==> src/rtl/tmux_pkg.sv <==
package tmux_pkg;

    localparam int CMD_W  = 16;
    localparam int ADDR_W = 7;
    localparam int DATA_W = 8;
    localparam int PAIR_W = 5;

    localparam logic [ADDR_W-1:0] A_LIN_GAIN = 7'h07;
    localparam logic [ADDR_W-1:0] A_LIN_WIN  = 7'h08;
    localparam logic [ADDR_W-1:0] A_MUX      = 7'h18;
    localparam logic [ADDR_W-1:0] A_TIO      = 7'h19;

    typedef struct packed {
        logic              rd;
        logic [ADDR_W-1:0] addr;
        logic [DATA_W-1:0] data;
    } cmd_t;

    typedef struct packed {
        logic              en;
        logic [PAIR_W-1:0] pair;
        logic              sel;
    } mux_ctrl_t;

    typedef struct packed {
        logic [3:0] gain;
        logic       off;
        logic [3:0] hi;
        logic [3:0] lo;
    } lin_ctrl_t;

    localparam lin_ctrl_t LIN_RST = '{gain: 4'h0, off: 1'b0, hi: 4'h8, lo: 4'h0};

    function automatic logic [DATA_W-1:0] mux_to_byte(mux_ctrl_t m);
        return {1'b0, m.en, m.pair, m.sel};
    endfunction

    function automatic mux_ctrl_t byte_to_mux(logic [DATA_W-1:0] b);
        mux_ctrl_t m;
        m.en   = b[6];
        m.pair = b[5:1];
        m.sel  = b[0];
        return m;
    endfunction

endpackage

==> src/rtl/tmux_regs.sv <==
module tmux_regs
    import tmux_pkg::*;
(
    input  logic              clk,
    input  logic              rst,
    input  logic              cmd_vld,
    input  cmd_t              cmd,
    output logic [DATA_W-1:0] rdata,
    output mux_ctrl_t         mux_q,
    output logic              tio_q,
    output lin_ctrl_t         lin_q
);

    logic wr;
    assign wr = cmd_vld && !cmd.rd;

    always_ff @(posedge clk) begin
        if (rst) begin
            mux_q <= '0;
            tio_q <= 1'b0;
            lin_q <= LIN_RST;
        end else if (wr) begin
            case (cmd.addr)
                A_LIN_GAIN: begin
                    lin_q.gain <= cmd.data[3:0];
                    lin_q.off  <= cmd.data[4];
                end
                A_LIN_WIN: begin
                    lin_q.hi <= cmd.data[7:4];
                    lin_q.lo <= cmd.data[3:0];
                end
                A_MUX:   mux_q <= byte_to_mux(cmd.data);
                A_TIO:   tio_q <= cmd.data[0];
                default: ;
            endcase
        end
    end

    logic [DATA_W-1:0] rd_mux;
    always_comb begin
        case (cmd.addr)
            A_LIN_GAIN: rd_mux = {3'b000, lin_q.off, lin_q.gain};
            A_LIN_WIN:  rd_mux = {lin_q.hi, lin_q.lo};
            A_MUX:      rd_mux = mux_to_byte(mux_q);
            A_TIO:      rd_mux = {7'b0, tio_q};
            default:    rd_mux = '0;
        endcase
    end

    always_ff @(posedge clk) begin
        if (rst)                  rdata <= '0;
        else if (cmd_vld && cmd.rd) rdata <= rd_mux;
    end

    logic known;
    assign known = (cmd.addr == A_LIN_GAIN) || (cmd.addr == A_LIN_WIN) ||
                   (cmd.addr == A_MUX) || (cmd.addr == A_TIO);

    p_unimpl_read_zero_r10: assert property (@(posedge clk) disable iff (rst)
        (cmd_vld && cmd.rd && !known) |=> (rdata == '0));

    p_unimpl_write_keeps_r10: assert property (@(posedge clk) disable iff (rst)
        (cmd_vld && !cmd.rd && !known) |=> ($stable(mux_q) && $stable(tio_q) && $stable(lin_q)));

    p_reset_defaults_r1: assert property (@(posedge clk) disable iff (rst)
        $past(rst) |-> (lin_q.hi == 4'h8 && lin_q.lo == 4'h0 && !mux_q.en && !tio_q && !lin_q.off));

endmodule

==> src/rtl/tmux_route.sv <==
module tmux_route
    import tmux_pkg::*;
#(
    parameter int DW = 16
) (
    input  logic          clk,
    input  logic          rst,
    input  mux_ctrl_t     ctrl,
    input  logic          tio_en,
    input  logic          dual,
    input  logic [DW-1:0] pa,
    input  logic [DW-1:0] pb,
    input  logic          dck,
    output logic          obs
);

    localparam int NADDR = 1 << PAIR_W;

    logic [DW:0]      b_ext;
    logic [NADDR-1:0] c_first, c_second, c_hit, c_is_a;

    assign b_ext = {dck, pb};

    for (genvar k = 0; k < NADDR; k++) begin : g_pair
        if (k >= 1 && k <= DW) begin : g_b
            assign c_first[k]  = b_ext[k-1];
            assign c_second[k] = b_ext[k];
            assign c_hit[k]    = 1'b1;
            assign c_is_a[k]   = 1'b0;
        end else if (k > DW && k <= 2*DW - 1) begin : g_a
            assign c_first[k]  = pa[k-DW-1];
            assign c_second[k] = pa[k-DW];
            assign c_hit[k]    = 1'b1;
            assign c_is_a[k]   = 1'b1;
        end else begin : g_none
            assign c_first[k]  = 1'b0;
            assign c_second[k] = 1'b0;
            assign c_hit[k]    = 1'b0;
            assign c_is_a[k]   = 1'b0;
        end
    end

    logic live, pick;
    assign live = ctrl.en && !tio_en && c_hit[ctrl.pair] && (dual || !c_is_a[ctrl.pair]);
    assign pick = ctrl.sel ? ~c_second[ctrl.pair] : c_first[ctrl.pair];
    assign obs  = live && pick;

    p_gate_idle_r8: assert property (@(posedge clk) disable iff (rst)
        (!ctrl.en || tio_en) |-> !obs);

    p_unused_idle_r9: assert property (@(posedge clk) disable iff (rst)
        (ctrl.pair == '0) |-> !obs);

    p_single_a_idle_r7: assert property (@(posedge clk) disable iff (rst)
        (!dual && ctrl.pair > PAIR_W'(DW)) |-> !obs);

endmodule

==> src/rtl/tmux_observe.sv <==
module tmux_observe
    import tmux_pkg::*;
#(
    parameter int DW = 16
) (
    input  logic          clk,
    input  logic          rst,
    input  logic          cfg_valid,
    input  logic [15:0]   cfg_word,
    output logic [7:0]    cfg_rdata,
    input  logic          dual_port,
    input  logic [DW-1:0] port_a,
    input  logic [DW-1:0] port_b,
    input  logic          dclk_in,
    output logic [3:0]    lin_gain,
    output logic          lin_off,
    output logic [3:0]    win_hi,
    output logic [3:0]    win_lo,
    output logic          tst_out
);

    cmd_t      cmd;
    mux_ctrl_t mux_q;
    lin_ctrl_t lin_q;
    logic      tio_q;

    assign cmd = cmd_t'(cfg_word);

    tmux_regs u_regs (
        .clk     (clk),
        .rst     (rst),
        .cmd_vld (cfg_valid),
        .cmd     (cmd),
        .rdata   (cfg_rdata),
        .mux_q   (mux_q),
        .tio_q   (tio_q),
        .lin_q   (lin_q)
    );

    tmux_route #(.DW(DW)) u_route (
        .clk    (clk),
        .rst    (rst),
        .ctrl   (mux_q),
        .tio_en (tio_q),
        .dual   (dual_port),
        .pa     (port_a),
        .pb     (port_b),
        .dck    (dclk_in),
        .obs    (tst_out)
    );

    assign lin_gain = lin_q.gain;
    assign lin_off  = lin_q.off;
    assign win_hi   = lin_q.hi;
    assign win_lo   = lin_q.lo;

endmodule

==> config.mk <==
export PLATFORM = sky130hd
export DESIGN_NAME = tmux_observe
export DESIGN_NICKNAME = d
export VERILOG_FILES = /design/src/rtl/tmux_pkg.sv /design/src/rtl/tmux_regs.sv /design/src/rtl/tmux_route.sv /design/src/rtl/tmux_observe.sv
export SDC_FILE = /design/constraint.sdc
export NUM_CORES = 1
export LEC_CHECK = 0
export ABC_AREA = 1
export BUFFER_PORTS_ARGS = -buffer_cell sky130_fd_sc_hd__buf_2
export CAP_MARGIN = 20
export CELL_PAD_IN_SITES_DETAIL_PLACEMENT = 0
export CELL_PAD_IN_SITES_GLOBAL_PLACEMENT = 1
export CORE_AREA = 10 10 87 89
export DETAILED_ROUTE_END_ITERATION = 12
export DIE_AREA = 0 0 97 99
export GPL_TIMING_DRIVEN = 0
export PLACE_DENSITY = 0.91
export RECOVER_POWER = 50
export SYNTH_ARGS = -nofsm -noshare
export SYNTH_HDL_FRONTEND = slang
export SYNTH_SLANG_ARGS = --single-unit
==> constraint.sdc <==
create_clock -name clk -period 2.3 [get_ports clk]
set_clock_uncertainty 0.05 [all_clocks]
set_input_delay 0.345 -clock clk [delete_from_list [all_inputs] [get_ports clk]]
set_output_delay 0.345 -clock clk [all_outputs]
set_load 0.02 [all_outputs]
==> impl_metrics.yaml <==
run_status:
  status: "complete, no violations"
timing:
  fmax_mhz: 464
  tightestPinTransition_ns: 0.703
  period_share: 0.936
  finalHoldViolations: 0
  fin_ws_ns: 0.147
  final-setup-viol-count: 0
  slew_violations: 0
  slew_headroom: 0.528
  min_period_ns: 2.15
synth:
  muxShareOfSynthArea: 0
  dominantRegCellSynth: "dfxtp_1"
  synth_edf_count: 0
  synth_compound_area_frac: 0.131
  synth_area_per_cell_sq_um: 6.08
  syn_inst: 329
  synth_most_common_cell: "nand2_1"
  synthTopCellsByCount: "108 x nand2_1, 66 x nand3_1, 31 x dfxtp_1, 30 x inv_1, 25 x a21oi_1"
  netlist_area_sq_um: 2000
  ys_top_cells_by_area: "dfxtp_1 31%, nand2_1 20%, nand3_1 17%"
  synth.top_cell.area_share: 0.310
  synth-adder-area-share: 0
  synthArstFlopShare: 0
  ys_warn_count: 0
  synth_top_family_by_area: "simple AND/OR/NAND/NOR gates"
  syn_nets: 382
  ys_types: 29
  yosys.area_share.simple: 0.452
  synth_xor_area_frac: 0
  ys_ff_latch: 31
  yosysTopAreaCell: "dfxtp_1"
  yosysSeqAreaShare: 0.310
setup_path:
  cp_num_cells: 12
  crit_type: "register to primary output"
  cp_slowest_cell: "dfxtp_1"
  cp_top_family: "simple AND/OR/NAND/NOR gates"
  path_buf_inv: 4
  crit_fanout: 10
  cpMostUsedCell: "nand3_1"
  ff2ff_path_depth: 8
  setup.worst_path.end_class: "primary output"
  crit_path_end: "tst_out"
  arrival_ns: 1.76
  cp-startpoint: "u_regs.mux_q[1]"
  crit_chain: "buf_4 -> inv_4 -> buf_8 -> nand2_1 -> nand3_1 -> nand3_1 -> nand3_1 -> nand3_1 -> nand3_1 -> nand2_1 -> nor2_2 -> buf_6"
  slowest_delay_ns: 0.30
  cp.required_ns: 1.90
  rrSetupSlack_ns: 0.98
  crit_path_start_kind: "register"
  r2r_start: "u_regs.mux_q[2]"
finish:
  layout.nets: 464
  final_cells: 487
  final_util: 0.444
  drive_gt1_frac: 0.214
  antenna_cells: 0
  syn_to_final_growth_pct: 29.7
  n_fill_cell: 657
worst_hold_path:
  holdPathStages: 3
  min-delay-path-class: "input pin to register"
drt:
  ant_nets: 0
  dr.pass1.iters: 4
  drtIter0Drc: 93
  routed_via_density: 4.95
  drc: 0
  num_vias: 2412
  wire_per_inst_um: 14.0
  routed_wl_um: 6830
placement:
  hpwl_um: 5320
  gp_congestion: 0.845
  dp.cells: 478
  pre_cts_ws_ns: 0.268
  portBuffers: 74
power:
  combinationalPowerShare: 0.104
  p_sw_w: 0.000276
  p_leak_nw: 1.21
  p_clk_frac: 0.454
  p_int_w: 0.000944
  power_frac_seq: 0.442
  p_sw_frac: 0.226
  peakVddDrop_v: 0.000424
  p_per_area_nw_per_um2: 470
  power.total_w: 0.00122
global_route:
  grt_max_degree: 11
  gr-total-overflow: 0
  grt_pass1_vias: 2367
  antenna_found_initial: 0
  grt_pass1_wl_um: 11200
  grt_use_total: 0.136
clocking:
  post_cts_buffers: 0
  cts_tree: "built"
  clock-sinks: 31
  cts_root_buffer: "clkbuf_8"
  cts_buffer_depth: 2
  ctsHoldBuffers: 0
  cts_buffers: 5
  worstSkewPairLatency_ns: 0.28
  htreeDepth: 2
  clk_pin_slew_ns: 0.07
job:
  maxCapViolCount: 0
floorplanning:
  die_w_um: 97
  io-pin-count: 75
  die_h_um: 99
  start_util: 0.342
  core_sq_um: 5850
  row_count: 28
  dieArea_sq_um: 9600
## sequential cells by signal, indices dropped and copies added, names as in the netlist, named ones only
name          count
u_regs.mux_q      7
u_regs.lin_q     13
u_regs.tio_q      1
u_regs.rdata      8
## power groups by stage
stage / clock network, W / logic (W) / registers [W]
2_1_floorplan: 0 / 0.0000553 / 0.000553
3_3_place_gp: 0 / 0.000129 / 0.000552
3_5_place_dp: 0 / 0.000129 / 0.000552
4_1_cts: 0.000560 / 0.000130 / 0.000540
5_1_grt: 0.000575 / 0.000144 / 0.000539
6_report: 0.000554 / 0.000127 / 0.000540
## metrics by stage
stage,instance area (sq um),setup TNS (ns),hold slack (ns)
global route,2590,-0.00280,0.230
floorplan,2000,0,0.364
detailed placement,2460,0,0.402
finish,2590,0,0.227
global placement,2460,0,0.405
CTS,2590,0,0.204
## cell usage in the layout (no fill, tap or decap), drive strengths merged
cell    Yosys  layout
nand2     111     111
dfxtp      31      31
bufinv      0       1
or2         1       1
o211ai      2       2
a21oi      25      25
buf        14      67
nand3      67      67
nand4       2       2
nor3b       1       1
nor2       11      11
nor3        4       4
o21ai      21      21
o22ai       2       2
clkbuf      2      30
inv        32      32
and2        1       1
clkinv      2       3
## worst min-delay path by stage
stage	start	end	slack [ns]
floorplan	rst	u_regs.lin_q[12]	0.36
global placement	u_regs.rdata[3]	u_regs.rdata[3]	0.40
detailed placement	u_regs.lin_q[2]	u_regs.lin_q[2]	0.40
CTS	rst	u_regs.lin_q[8]	0.20
global route	cfg_word[7]	u_regs.lin_q[7]	0.23
finish	cfg_word[7]	u_regs.lin_q[7]	0.23
## timing repair
item,in CTS,in global routing
endpoints found under the setup margin,1,1
pin swaps,0,1
cloned,0,1
gates resized for setup,4,27
## layout make-up
type	count	area, sq um	share of cell area
multi-input combinational	248	1140	0.438
sequential	31	621	0.239
timing repair buffer	75	357	0.137
buffer	16	135	0.0521
inverter	34	135	0.0521
tap	75	93.8	0.0362
clock buffer	6	82.6	0.0318
clock inverter	2	35.0	0.0135
## cells by family after synthesis
family | count (synthesis)
AO/OA/AOI/OAI | 50
buffers and inverters | 50
flip-flops | 31
AND/OR/NAND/NOR | 198
## tightest hold or removal path, stage by stage
cell	delay, ns
buf_2	0.09
nand2_1	0.05
nand3_1	0.05
## per-layer routing
layer	share of wire	track usage
met5	0	0
met4	0.0088	0.0329
met3	0.081	0.0377
met2	0.43	0.212
met1	0.48	0.181
(Power assumes the default switching activity.)
